File: src/rtl/pcs_pkg.sv
package pcs_pkg;

  // Request codes presented by the decoder each cycle
  typedef enum logic [2:0] {
    OP_HOLD  = 3'd0,
    OP_STEP1 = 3'd1,
    OP_STEP2 = 3'd2,
    OP_JUMP  = 3'd3,
    OP_CALL  = 3'd4,
    OP_RET   = 3'd5,
    OP_SHORT = 3'd6,
    OP_INDJ  = 3'd7
  } pc_op_e;

  localparam int DEF_ADDR_W = 12;
  localparam int DEF_LOW_W  = 8;
  localparam int DEF_DEPTH  = 3;

endpackage

File: src/rtl/pcs_next_calc.sv
module pcs_next_calc
  import pcs_pkg::*;
#(
  parameter int AW = DEF_ADDR_W,
  parameter int LW = DEF_LOW_W
) (
  input  pc_op_e        op,
  input  logic [AW-1:0] pc,
  input  logic [AW-1:0] tgt_full,
  input  logic [LW-1:0] tgt_low,
  input  logic [AW-1:0] pop_val,
  output logic [AW-1:0] pc_next,
  output logic [AW-1:0] push_val,
  output logic [AW-1:0] ind_addr
);

  localparam int PW = AW - LW;

  // Advance an address by a number of words, wrapping at the top of memory
  function automatic logic [AW-1:0] add_words(input logic [AW-1:0] a, input int unsigned n);
    return a + AW'(n);
  endfunction

  // Join the page of one address with a low byte
  function automatic logic [AW-1:0] splice(input logic [AW-1:0] page_src,
                                           input logic [LW-1:0] low);
    logic [PW-1:0] page;
    page = page_src[AW-1:LW];
    return {page, low};
  endfunction

  logic [AW-1:0] plus1;
  logic [AW-1:0] plus2;

  assign plus1    = add_words(pc, 1);
  assign plus2    = add_words(pc, 2);
  assign push_val = plus2;
  assign ind_addr = splice(plus1, tgt_low);

  always_comb begin
    unique case (op)
      OP_HOLD:  pc_next = pc;
      OP_STEP1: pc_next = plus1;
      OP_STEP2: pc_next = plus2;
      OP_JUMP:  pc_next = tgt_full;
      OP_CALL:  pc_next = tgt_full;
      OP_RET:   pc_next = pop_val;
      OP_SHORT: pc_next = splice(plus2, tgt_low);
      OP_INDJ:  pc_next = splice(plus1, tgt_low);
      default:  pc_next = pc;
    endcase
  end

endmodule

File: src/rtl/pcs_ret_stack.sv
module pcs_ret_stack
  import pcs_pkg::*;
#(
  parameter int AW    = DEF_ADDR_W,
  parameter int DEPTH = DEF_DEPTH,
  parameter int SPW   = (DEPTH > 1) ? $clog2(DEPTH) : 1
) (
  input  logic           clk,
  input  logic           rst_n,
  input  logic           push,
  input  logic           pop,
  input  logic [AW-1:0]  push_val,
  output logic [SPW-1:0] sp,
  output logic [AW-1:0]  pop_val
);

  localparam logic [SPW-1:0] LAST = SPW'(DEPTH - 1);

  function automatic logic [SPW-1:0] ring_inc(input logic [SPW-1:0] p);
    return (p == LAST) ? '0 : p + 1'b1;
  endfunction

  function automatic logic [SPW-1:0] ring_dec(input logic [SPW-1:0] p);
    return (p == '0) ? LAST : p - 1'b1;
  endfunction

  logic [AW-1:0]  slot [DEPTH];
  logic [SPW-1:0] sp_back;

  assign sp_back = ring_dec(sp);

  genvar g;
  generate
    for (g = 0; g < DEPTH; g++) begin : g_slot
      always_ff @(posedge clk) begin
        if (!rst_n)
          slot[g] <= '0;
        else if (push && sp == SPW'(g))
          slot[g] <= push_val;
      end
    end
  endgenerate

  always_comb begin
    pop_val = '0;
    for (int i = 0; i < DEPTH; i++)
      if (sp_back == SPW'(i)) pop_val = slot[i];
  end

  always_ff @(posedge clk) begin
    if (!rst_n)
      sp <= '0;
    else if (push)
      sp <= ring_inc(sp);
    else if (pop)
      sp <= sp_back;
  end

endmodule

File: src/rtl/addr_sequencer.sv
module addr_sequencer
  import pcs_pkg::*;
#(
  parameter int AW    = DEF_ADDR_W,
  parameter int LW    = DEF_LOW_W,
  parameter int DEPTH = DEF_DEPTH,
  parameter int SPW   = (DEPTH > 1) ? $clog2(DEPTH) : 1
) (
  input  logic           clk,
  input  logic           rst_n,
  input  logic [2:0]     op,
  input  logic [AW-1:0]  tgt_full,
  input  logic [LW-1:0]  tgt_low,
  output logic [AW-1:0]  pc,
  output logic [SPW-1:0] sp,
  output logic [AW-1:0]  ind_addr
);

  pc_op_e        op_q;
  logic          push_evt;
  logic          pop_evt;
  logic [AW-1:0] pc_next;
  logic [AW-1:0] push_val;
  logic [AW-1:0] pop_val;

  assign op_q     = pc_op_e'(op);
  assign push_evt = (op_q == OP_CALL);
  assign pop_evt  = (op_q == OP_RET);

  pcs_next_calc #(.AW(AW), .LW(LW)) u_calc (
    .op       (op_q),
    .pc       (pc),
    .tgt_full (tgt_full),
    .tgt_low  (tgt_low),
    .pop_val  (pop_val),
    .pc_next  (pc_next),
    .push_val (push_val),
    .ind_addr (ind_addr)
  );

  pcs_ret_stack #(.AW(AW), .DEPTH(DEPTH), .SPW(SPW)) u_ring (
    .clk      (clk),
    .rst_n    (rst_n),
    .push     (push_evt),
    .pop      (pop_evt),
    .push_val (push_val),
    .sp       (sp),
    .pop_val  (pop_val)
  );

  always_ff @(posedge clk) begin
    if (!rst_n) pc <= '0;
    else        pc <= pc_next;
  end

endmodule

File: config.mk
export PLATFORM = sky130hd
export DESIGN_NAME = addr_sequencer
export DESIGN_NICKNAME = d
export VERILOG_FILES = /design/src/rtl/pcs_pkg.sv /design/src/rtl/pcs_next_calc.sv /design/src/rtl/pcs_ret_stack.sv /design/src/rtl/addr_sequencer.sv
export SDC_FILE = /design/constraint.sdc
export NUM_CORES = 1
export LEC_CHECK = 0
export ABC_AREA = 1
export BUFFER_PORTS_ARGS = -buffer_cell sky130_fd_sc_hd__buf_2
export CAP_MARGIN = 40
export CORE_MARGIN = 5
export CORE_UTILIZATION = 50
export DETAILED_ROUTE_END_ITERATION = 7
export PLACE_DENSITY = 0.72
export SYNTH_ARGS = -nofsm -noshare
export SYNTH_HDL_FRONTEND = slang
export SYNTH_SLANG_ARGS = --single-unit
File: constraint.sdc
create_clock -name clk -period 3.42 [get_ports clk]
set_input_delay 0.342 -clock clk [delete_from_list [all_inputs] [get_ports clk]]
set_output_delay 0.342 -clock clk [all_outputs]
set_load 0.02 [all_outputs]
* After elaboration in Yosys (flattened, before gate mapping)
Memory sizes are Yosys's and may differ from the RTL's.
Cells that the tools add are included.
** Word-level totals
- Flip-flop bits (word level) :: 14
- RAM bits :: 36
- Output and inout bits :: 26
- Logic and storage cells :: 50
- Memories kept :: 1
** Cells by class
- Add/subtract/negate cells :: 4
- Eq/ne operators :: 11
- Muxes and demuxes :: 21
- Bitwise gates (word level) :: 3
- Reductions and logical operators :: 8
** Memories
- u_ring.slot :: words 3, bits a word 12, rd ports 3, clocked after memory_dff 0, write ports 3, RTL line pcs_ret_stack.sv:27 : logic [AW-1:0] slot [DEPTH];
** Operator list (number)
- two-way mux 12 bit :: 6
- one-hot mux 12 bit (6 select lines) :: 1
- adder 12 x 1 -> 12 bit, second input constant :: 1
- adder 12 x 2 -> 12 bit, second input constant :: 1
- equality test 3 bit, second input constant :: 4
- two-way mux 1 bit :: 10
- two-way mux 2 bit :: 4
- equality test 3 x 2 -> 1 bit, second input constant :: 2
- equality test 2 x 1 -> 1 bit, second input constant :: 2
- equality test 2 bit, second input constant :: 2
- logical NOT 2 bit :: 2
- equality test 3 x 1 -> 1 bit, second input constant :: 1
- logical AND 1 bit :: 3
- logical NOT 3 bit :: 1
- OR 1 bit :: 3
- adder 2 x 1 -> 2 bit, second input constant :: 1
- nonzero test 2 bit :: 1
- OR reduction 2 bit :: 1
- subtractor 2 x 1 -> 2 bit, second input constant :: 1

* Longest topological paths before layout
Gate-level depths: netlist (run 1).
- Word-level depth :: 7
- Gate-level depth with buffers :: 13
- Mapped depth without buffers :: 12

* Hierarchy
Synthesis (run 1) repeated with hierarchy kept, for this count alone.
** Second synthesis, totals
- Cell total of the unflattened synthesis :: 429
- Area, all modules :: 3210.6 um2
** By module, submodules not included
- pcs_ret_stack :: times used 1, cells an instance 176, area an instance 1774.2 um2
- pcs_next_calc :: times used 1, cells an instance 211, area an instance 1076.0 um2
- addr_sequencer :: times used 1, cells an instance 42, area an instance 360.3 um2

* Worst setup path after synthesis (run 1)
No wires, ideal clock.
- Path type :: register to register
- Start :: register u_ring.sp[1]
- End :: memory u_ring.slot[1][0] in the netlist's numbering (enable)
- Setup time :: 398 ps
- Arrival :: 1677 ps
- Required time :: 3022 ps
- Path slack :: 1346 ps
- Cell stages (with the launch flop) :: 5
- Period minus slack after synthesis :: 2074 ps
- Path through :: dfxtp_1 > inv_1 > ha_1 > inv_1 > o21ai_0
** RTL lines
- start: declaration :: RTL line pcs_ret_stack.sv:13 : output logic [SPW-1:0] sp,
- start signal: assignment :: RTL line pcs_ret_stack.sv:54 : sp <= ring_inc(sp);
- start signal: assignment :: RTL line pcs_ret_stack.sv:56 : sp <= sp_back;
- end: declaration :: RTL line pcs_ret_stack.sv:27

* Worst setup path in the final report (run 1)
- Start :: register pc[1]
- End :: output port ind_addr[8]
** On the way
- Longest elaborated chain between the ends :: 1
** RTL lines
- start: declaration :: RTL line addr_sequencer.sv:14 : output logic [AW-1:0] pc,
- start signal: assignment :: RTL line addr_sequencer.sv:53 : else pc <= pc_next;
- adder 12 x 1 -> 12 bit :: RTL line pcs_next_calc.sv:21 : return a + AW'(n);
- end: declaration :: RTL line addr_sequencer.sv:16 : output logic [AW-1:0] ind_addr
Every way passes these cells.

==> results of run 1 <==
[cell usage after synthesis, types with 2 or more instances]
cell type | instances | area [µm²]
dfxtp_1 | 14 | 280
edfxtp_1 | 36 | 1080
nand2_2 | 3 | 18.8
nand2_1 | 116 | 435
buf_4 | 10 | 75.1
clkbuf_1 | 3 | 11.3
inv_2 | 6 | 22.5
nand4_1 | 6 | 37.5
ha_1 | 8 | 100
inv_1 | 39 | 146
o211ai_1 | 4 | 30.0
xor2_1 | 7 | 61.3
nor2_1 | 92 | 345
a21oi_1 | 19 | 95.1
o21ai_1 | 2 | 10.0
buf_2 | 7 | 35.0
o21ai_0 | 16 | 80.1
nand3_1 | 34 | 170
[area by class of cell]
| type | count | area (µm²) |
|---|---|---|
| Sequential cell | 50 | 1360 |
| Clock buffer | 5 | 68.8 |
| Fill cell | 562 | 2540 |
| Multi-Input combinational cell | 314 | 1430 |
| Tap cell | 75 | 93.8 |
| Clock inverter | 3 | 20.0 |
| Timing Repair Buffer | 52 | 265 |
| Inverter | 46 | 173 |
[cells by family after synthesis]
family                     after synthesis  synth area share, %
AOI/OAI and AO/OA                       43                 7.41
adders and majority gates                8                 3.24
buffers and inverters                   67                 9.67
and+or+nand+nor                        256                 33.7
xor gates and xnor gates                 7                 1.98
DFF                                     50                 44.0
[placed cells by master, fill, tap and decap left out, drive strengths merged, types with 4 or more instances in the layout]
cell type  synthesis  routed
a21oi             19      19
buf               17      52
clkbuf             4       5
dfxtp             14      14
edfxtp            36      36
ha                 8       8
inv               45      46
nand2            119     119
nand3             35      35
nand4              6       6
nor2              93      93
o211ai             4       4
o21ai             18      18
xor2               7       7
[power groups by stage]
stage | Clock, W | Combinational [W] | Sequential, W
after floorplan | 0 | 0.000183 | 0.000735
after global placement | 0 | 0.000270 | 0.000731
after detailed placement | 0 | 0.000274 | 0.000733
after CTS | 0.000363 | 0.000275 | 0.000719
after global routing | 0.000396 | 0.000309 | 0.000725
final | 0.000355 | 0.000277 | 0.000719
[how the worst max path moves through the flow]
stage,start,endpoint,slack [ns],cells after the start
final,pc[1],ind_addr[8],1.18,6
after global routing,u_ring.sp[0],pc[9],0.97,11
after CTS,pc[1],ind_addr[8],1.15,6
after detailed placement,u_ring.sp[0],pc[11],1.27,11
after global placement,u_ring.sp[0],pc[9],1.35,11
after floorplan,u_ring.sp[1],u_ring.slot[1][0],1.35,4
[per-layer routing]
metal | GRT usage, % | routed length [µm] | up-vias
met5 | 0 | 0 | -
met1 | 30.7 | 3680 | 1339
met2 | 36.4 | 3810 | 122
met3 | 3.63 | 626 | 13
li1 | - | - | 1446
met4 | 7.14 | 187 | 0
[stage by stage]
stage               worst slack [ns]  utilization, %  hold WS [ns]  std cells
floorplan                       1.35               -         0.543        431
detailed placement              1.27            55.8         0.542        537
finish                          1.18            57.3         0.359        545
CTS                             1.15            57.3         0.360        545
global route                   0.970            57.3         0.391        545
global placement                1.35            55.8         0.532        537
[worst max-delay path, stage by stage (launching register included)]
cell	delay, ns
dfxtp_1	0.58
ha_1	0.29
inv_1	0.05
nor2_1	0.22
nand3_1	0.13
and2_1	0.18
buf_2	0.15
[state kept, by name, indices dropped and copies added (netlist names)]
signal and flops:
u_ring.slot 36, pc 12, u_ring.sp 2
==> summary.md, run 1 <==
| Metric | Value |
|---|---|
| Status | `completed` |
| Final setup fails | `0` |
| Syn nets | `464` |
| Distinct cells, synth | `27` |
| Max VDD drop | `0.000242 V` |
| Critical Path AT | `1.90 ns` |
| Total negative slack | `0 ns` |
| Chip height | `88.6 µm` |
| Clock buffer depth | `2` |
| Hold-fix buffers, CTS | `0` |
| Clk_skew | `0.00595 ns` |
| Root Buffer | `clkbuf_8` |
| Pwr Density | `396 mW/mm²` |
| HP Class | `input port to register` |
| H-Tree Level Count | `2` |
| Number of global-route vias before repair | `2770` |
| Final Cell Area | `0.00341 mm²` |
| Rows | `28` |
| # DRC | `0` |
| Vias/cell | `5.36` |
| Lkg Pwr | `1.60 nW` |
| Resize count post-CTS | `0` |
| Initial antenna violation count | `0` |
| Register-to-register setup slack | `1.19 ns` |
| WL/cell | `15.2 µm` |
| Worst-Margin Slew | `0.795 ns` |
| Layout cells sized above 1 | `15.1%` |
| Clk pwr share | `26.3%` |
| Yosys warns | `0` |
| Hold Path Stages | `5` |
| Crit Path Class | `register to output pin` |
| Fmax | `446 MHz` |
| First drt pass iteration count | `5` |
| Slew margin rel. | `46.8%` |
| I/O Buffers | `50` |
| First-pass GRT wire length | `13.3 mm` |
| Post-synth EDFFs | `36` |
| GPL Wtd Cong | `0.902` |
| WL final | `8.31 mm` |
| Crit path time final | `2.24 ns` |
| Sw frac | `32.4%` |
| Clock sink count | `50` |
| Num CTS Buffers | `5` |
| Post-DP Area | `0.00332 mm²` |
| Syn Std Cell Area | `0.00309 mm²` |
| Ports | `51` |
| DP Wirelength | `6.25 mm` |
| CORE AREA | `0.00596 mm²` |
| Die width | `88.6 µm` |
| Min-delay src | `tgt_full[2]` |
| Unrepaired setup endpoints after global routing | `no` |
| Reg-to-Reg Start | `u_ring.sp[0]` |
| Crit path launch type | `register` |
| Vias | `2920` |
| Final hold vios | `0` |
| Reg2reg end | `pc[11]` |
| Async set-reset flop share out of synthesis | `0%` |
| Int Pwr | `0.000914 W` |
| Combinational group share of total power | `20.5%` |
| Post-synthesis sequential area ratio | `44.0%` |
| Critical Path RT | `3.08 ns` |
| N_diodes | `0` |
| Net switching power figure | `0.000437 W` |
| Sequential power share | `53.2%` |
| Initial core utilization | `51.9%` |
| Synthesized area per cell | `7.17 µm²` |
| Pin count of the biggest net entering global routing | `19` |
| Hold Path Sink | `pc[2]` |
| Final ANT Viol Nets | `0` |
| Synthesized flop and latch total | `50` |
| Slew Viols, Final | `0` |
| Worst-path fanout max | `11` |
| Gr usage total | `22.4%` |
| Post-CTS Setup Bufs | `0` |
| Synth-to-Final Area Change | `10.4%` |
| Pwr Total | `0.00135 W` |
| Post-synth top flop | `edfxtp_1` |
| Nets | `502` |
| Fin crit share | `65.6%` |
| Endpoint class of the critical path | `output pin` |
| Initial drt markers | `208` |
| Total grt overflow | `0` |
| Max-cap violations | `0` |
| Worst r2r path cells | `11` |
| Die area | `0.00786 mm²` |
| CTS tree | `done` |
| Worst-skew pair later-pin latency | `0.31 ns` |
| Synth Instances | `431` |
| Worst-path clk slew | `0.10 ns` |
Power figures use the tool's default switching activity.
==> run 2, diff against run 1 <==
- ABC_AREA: 1 -> 0
- PLACE_DENSITY: 0.72 -> 0.75
- clock period: 3.42 -> 2 ns (I/O delays scaled with it)
==> run 2 against run 1 <==
  * Via count is 0.99% lower
  * Global-route usage is 0.81 points higher
  * Die area is 0.86% higher
==> summary.md, run 2 <==
| Metric | Value |
|---|---|
| Distinct cells, synth | `54` |
| Syn Std Cell Area | `0.00312 mm²` |
| Crit path launch type | `register` |
| Fin crit share | `96.9%` |
| WL/cell | `18.9 µm` |
| Crit Path Class | `register to output pin` |
| Slew Viols, Final | `0` |
| H-Tree Level Count | `2` |
| Initial core utilization | `52.1%` |
| WL final | `8.86 mm` |
| Crit path time final | `1.94 ns` |
| Pwr Density | `669 mW/mm²` |
| Ports | `51` |
| Number of flip-flops in the largest register | `36` |
| CTS tree | `done` |
| Gr usage total | `23.2%` |
| Clock sink count | `50` |
| Biggest regs | `u_ring.slot: 36 flops, pc: 12 flops, u_ring.sp: 2 flops` |
| Pin count of the biggest net entering global routing | `21` |
| Worst-path clk slew | `0.09 ns` |
| Endpoint class of the critical path | `output pin` |
| Count leader, synth | `nor2_1` |
| Crit-path cells | `ha_2 -> nand3_4 -> nor3_2 -> xor2_1 -> buf_2` |
| Total negative slack | `0 ns` |
| Die width | `89.0 µm` |
| Largest register by flop count | `u_ring.slot` |
| Post-synthesis sequential area ratio | `43.6%` |
| Post-layout util | `60.8%` |
| N_diodes | `0` |
| Worst-skew pair later-pin latency | `0.32 ns` |
| Synthesized flop and latch total | `50` |
| DP Wirelength | `6.55 mm` |
| Nets | `426` |
| Number of global-route vias before repair | `2709` |
| Total grt overflow | `0` |
| Synth-to-Final Area Change | `16.6%` |
| Yosys warns | `0` |
| Syn nets | `379` |
| Clk_skew | `0.00866 ns` |
| Final hold vios | `0` |
| Cell taking the most area after synthesis | `edfxtp_1` |
| Post-DP Area | `0.00349 mm²` |
| Worst-path fanout max | `7` |
| Most common cell after layout, fill and taps aside | `nor2_1` |
| Max VDD drop | `0.000403 V` |
| CP max-delay cell | `dfxtp_2` |
| # DRC | `0` |
| Vias/cell | `6.16` |
| Hold-fix buffers, CTS | `0` |
| First drt pass iteration count | `5` |
| First-pass GRT wire length | `13.8 mm` |
| Fmax | `516 MHz` |
| CORE AREA | `0.00599 mm²` |
| Slew margin rel. | `62.0%` |
| Critical Path AT | `1.74 ns` |
| Synth Instances | `346` |
| Num CTS Buffers | `5` |
| Post-CTS Setup Bufs | `0` |
| Post-synth top flop | `edfxtp_1` |
| Final ANT Viol Nets | `0` |
| Clock buffer depth | `2` |
| I/O Buffers | `50` |
| Final setup fails | `0` |
| Chip height | `89.0 µm` |
| Max-cap violations | `0` |
| Layout cells sized above 1 | `27.2%` |
| Lkg Pwr | `1.43 nW` |
| GPL Wtd Cong | `0.991` |
| Most frequent cells in the layout | `nor2_1, buf_2, edfxtp_1` |
| HP Class | `input port to register` |
| Status | `completed` |
| Initial drt markers | `314` |
| Root Buffer | `clkbuf_8` |
| Vias | `2891` |
| Synthesized area per cell | `9.02 µm²` |
| Post-synth EDFFs | `36` |
| Post-synth top area share | `34.6%` |
| Rows | `28` |
| Final Cell Area | `0.00364 mm²` |
| Critical Path RT | `1.80 ns` |
| Async set-reset flop share out of synthesis | `0%` |
| Most frequent cells after synthesis | `nor2_1, edfxtp_1, nand2_1, o21ai_0, a21oi_1` |
| Slowest stage delay, CP | `0.36 ns` |
| Die area | `0.00792 mm²` |
| Synth area leaders | `edfxtp_1, dfxtp_1, nor2_1, nand2_1, o21ai_0` |
| Fillcell total | `528` |
| Initial antenna violation count | `0` |
| Worst-Margin Slew | `0.570 ns` |
run 2: worst max-delay path: cells and delay by family (launching register included):
| kind | cells | cell delay (ns) |
|---|---|---|
| DFF | 1 | 0.36 |
| buffers and inverters | 1 | 0.21 |
| adders and majority gates | 1 | 0.25 |
| and+or+nand+nor | 2 | 0.38 |
| xor gates and xnor gates | 1 | 0.23 |
run 2: path summary, 6_finish.rpt:
path,startpoint,endpoint,slack [ns],cells past startpoint
setup / recovery,pc[1],ind_addr[9],0.06,5
hold / removal,tgt_full[3],pc[3],0.12,3
setup reg to reg,u_ring.sp[0],pc[10],0.16,8
hold reg to reg,u_ring.sp[1],u_ring.sp[1],0.56,1
run 2: report_power, final:
part / total (W) / internal, W / switching [W]
Clock: 0.000653 / 0.000286 / 0.000368
Sequential: 0.00122 / 0.00117 / 0.0000561
Combinational: 0.000557 / 0.000210 / 0.000347
Total: 0.00243 / 0.00166 / 0.000771
run 2: through the flow:
step / std cells / total power, W / hold WS [ns] / setup WS (ns)
2_1_floorplan: 346 / 0.00159 / 0.335 / 0.0157
3_3_place_gp: 461 / 0.00177 / 0.443 / 0.214
3_5_place_dp: 461 / 0.00179 / 0.453 / 0.142
4_1_cts: 469 / 0.00243 / 0.122 / -0.00194
5_1_grt: 469 / 0.00254 / 0.156 / -0.0276
6_report: 469 / 0.00243 / 0.124 / 0.0614
run 2: layout make-up:
class	count	area, µm²	area share, %
Multi-Input combinational cell	252	1580	43.3
Sequential cell	50	1370	37.7
Timing Repair Buffer	75	465	12.8
Tap cell	75	93.8	2.58
Clock buffer	6	82.6	2.27
Inverter	9	33.8	0.928
Clock inverter	2	17.5	0.481
run 2: cells by family after synthesis:
kind of cell,Yosys count,synth area share (%)
compound gates,95,20.9
simple gates,131,19.9
xor+xnor,14,3.93
buf+inv,44,7.17
mux,4,1.28
fa+ha+maj,8,3.21
flops,50,43.6
run 2: metal layers:
metal  vias up  GRT usage (%)  wire length (µm)  part of all wire, %
met2       185           37.1              4190                   47
met4         0           7.04               159                  1.8
met1      1343           31.3              3500                   39
met3        16           5.90              1020                   12
met5         -              0                 0                    0
li1       1347              -                 -                    -
run 2: repair_timing:
item	in CTS	in global routing
endpoints found under the setup margin	4	10
endpoints found under the hold margin	0	0
gates resized for setup	4	15
==> run 3, diff against run 2 <==
- BUFFER_PORTS_ARGS: -buffer_cell sky130_fd_sc_hd__buf_2 -> unset
- DONT_BUFFER_PORTS: unset -> 1
- PLACE_DENSITY: 0.75 -> 0.68
==> run 3 against run 2 <==
  * Worst setup slack worse by 0.041 ns
  * Hold slack got worse by 0.11 ns
  * Fmax down 2.1%
  * Largest power group unchanged
  * Highest routed layer unchanged
==> summary.md, run 3 (synthesized netlist as in run 2, its figures left out) <==
| Metric | Value |
|---|---|
| Clock buffer depth | `2` |
| I/O Buffers | `0` |
| WL final | `8.46 mm` |
| Initial antenna violation count | `0` |
| Lkg Pwr | `1.23 nW` |
| Sequential cell area | `0.00137 mm²` |
| Finished Layout Cells | `426` |
| Number of flip-flops in the largest register | `36` |
| Total grt overflow | `0` |
| Worst-Margin Slew | `0.551 ns` |
| GR Util met1 | `29.4%` |
| First drt pass iteration count | `5` |
| CTS tree | `done` |
| GPL Wtd Cong | `0.910` |
| CORE AREA | `0.00599 mm²` |
| Final setup fails | `0` |
| CP max-delay cell | `dfxtp_1` |
| Layout cells sized above 1 | `16.0%` |
| Critical Path End | `ind_addr[11]` |
| Num CTS Buffers | `5` |
| Hold-fix buffers, CTS | `0` |
| Die width | `89.0 µm` |
| Max VDD drop | `0.000373 V` |
| Slowest stage delay, CP | `0.36 ns` |
| Initial drt markers | `272` |
| Reg2reg end | `pc[10]` |
| Endpoint class of the critical path | `output pin` |
| Root Buffer | `clkbuf_8` |
| Ports | `51` |
| Largest register by flop count | `u_ring.slot` |
| Most frequent cells in the layout | `nor2_1, edfxtp_1, buf_4` |
| Die area | `0.00792 mm²` |
| Worst-skew pair later-pin latency | `0.30 ns` |
| Number of global-route vias before repair | `2556` |
| Met3 Usage GRT | `5.25%` |
| Register-to-register setup slack | `0.17 ns` |
| Clk_skew | `0.00838 ns` |
| Vias/cell | `6.35` |
| Most common cell after layout, fill and taps aside | `nor2_1` |
| Area of the multi-input gates | `0.00157 mm²` |
| # DRC | `0` |
| Critical Path RT | `1.80 ns` |
| Chip height | `89.0 µm` |
| Gr busiest metal | `met2` |
| DP Cell Count | `417` |
| Worst-path fanout max | `9` |
| CP most frequent cell | `buf_4` |
| Nets | `383` |
| Fmax | `505 MHz` |
| Status | `completed` |
| Final hold vios | `0` |
| WL/cell | `19.9 µm` |
| Slew Viols, Final | `0` |
| Met2 Use GR | `35.0%` |
| Crit path launch type | `register` |
| Rows | `28` |
| Crit-path cells | `buf_4 -> nand4_1 -> nor3_2 -> xor2_1 -> buf_4` |
| First-pass GRT wire length | `12.9 mm` |
| Initial core utilization | `52.1%` |
| Biggest regs | `u_ring.slot: 36 flops, pc: 12 flops, u_ring.sp: 2 flops` |
| DP Wirelength | `6.11 mm` |
| Final ANT Viol Nets | `0` |
| Worst Setup SP | `pc[0]` |
| Clock sink count | `50` |
| Reg-to-Reg Start | `u_ring.sp[1]` |
| Worst-path clk slew | `0.09 ns` |
| Slew margin rel. | `63.1%` |
| Fillcell total | `525` |
| Worst r2r path cells | `8` |
| Pwr Density | `734 mW/mm²` |
| Critical Path AT | `1.78 ns` |
| Vias | `2706` |
| Pin count of the biggest net entering global routing | `36` |
| Hold Slack | `0.00929 ns` |
| Crit path time final | `1.98 ns` |
| Max-cap violations | `0` |
| Crit Path Class | `register to output pin` |
| H-Tree Level Count | `2` |
| Fin crit share | `99.0%` |
| N_diodes | `0` |
| Gr usage total | `21.7%` |
| HP Class | `input port to register` |
| Synth-to-Final Area Change | `10.0%` |
## run 3: changes by cell type in the layout (fill, tap and decap cells not counted), sizes merged
cell and change:
buf -43, bufinv +2, clkbuf -1, clkinv -1
## run 3: worst min-delay path by stage
stage | start | depth (start not counted) | end
after floorplan | tgt_full[3] | 2 | pc[3]
after global placement | rst_n | 1 | pc[8]
after detailed placement | rst_n | 1 | pc[8]
after CTS | rst_n | 1 | pc[8]
after global routing | rst_n | 1 | pc[8]
final | rst_n | 1 | pc[8]
## run 3: what timing repair did
action | 4_1_cts | 5_1_grt
gates cloned | 0 | 0
buffers inserted | 0 | 1
gates resized for setup | 3 | 6
setup endpoints to repair | 3 | 4
pin swaps | 0 | 1
## run 3: power breakdown
part | switching, W | leakage (nW) | internal, W | total, W
clock | 0.000340 | 0.0658 | 0.000495 | 0.000835
sequential | 0.0000511 | 0.491 | 0.00117 | 0.00122
combinational | 0.000285 | 0.678 | 0.000184 | 0.000469
## run 3: final cells by class
class	instances	area share, %
multi-input cells	252	45.7
well taps	75	2.73
repair buffers	32	6.99
inverters	9	0.984
clock buffers	5	2.00
flip-flops and latches	50	39.7
clock inverters	3	1.86
## run 3: routing by layer
metal  share of wire, %  up-vias  wire, µm
met3                 11       22       952
li1                   -     1252         -
met2                 47      164      3970
met4                2.2        0       190
met5                  0        -         0
met1                 40     1268      3350
## run 3: per-stage QoR
stage	setup slack (ns)	power, W	setup TNS (ns)	util [%]	instance area (µm²)
after floorplan	0.0157	0.00159	0	-	3120
after global placement	0.191	0.00169	0	54.4	3260
after detailed placement	0.188	0.00169	0	54.4	3260
after CTS	0.0105	0.00252	0	56.8	3400
after global routing	-0.0331	0.00263	-0.0754	57.3	3430
final	0.0204	0.00252	0	57.3	3430
## run 3: worst max-delay path: cells and delay by family, from the launching register on
kind                      cells  cell delay, ns
buffers and inverters         2            0.40
xor gates and xnor gates      1            0.22
and+or+nand+nor               2            0.50
DFF                           1            0.36
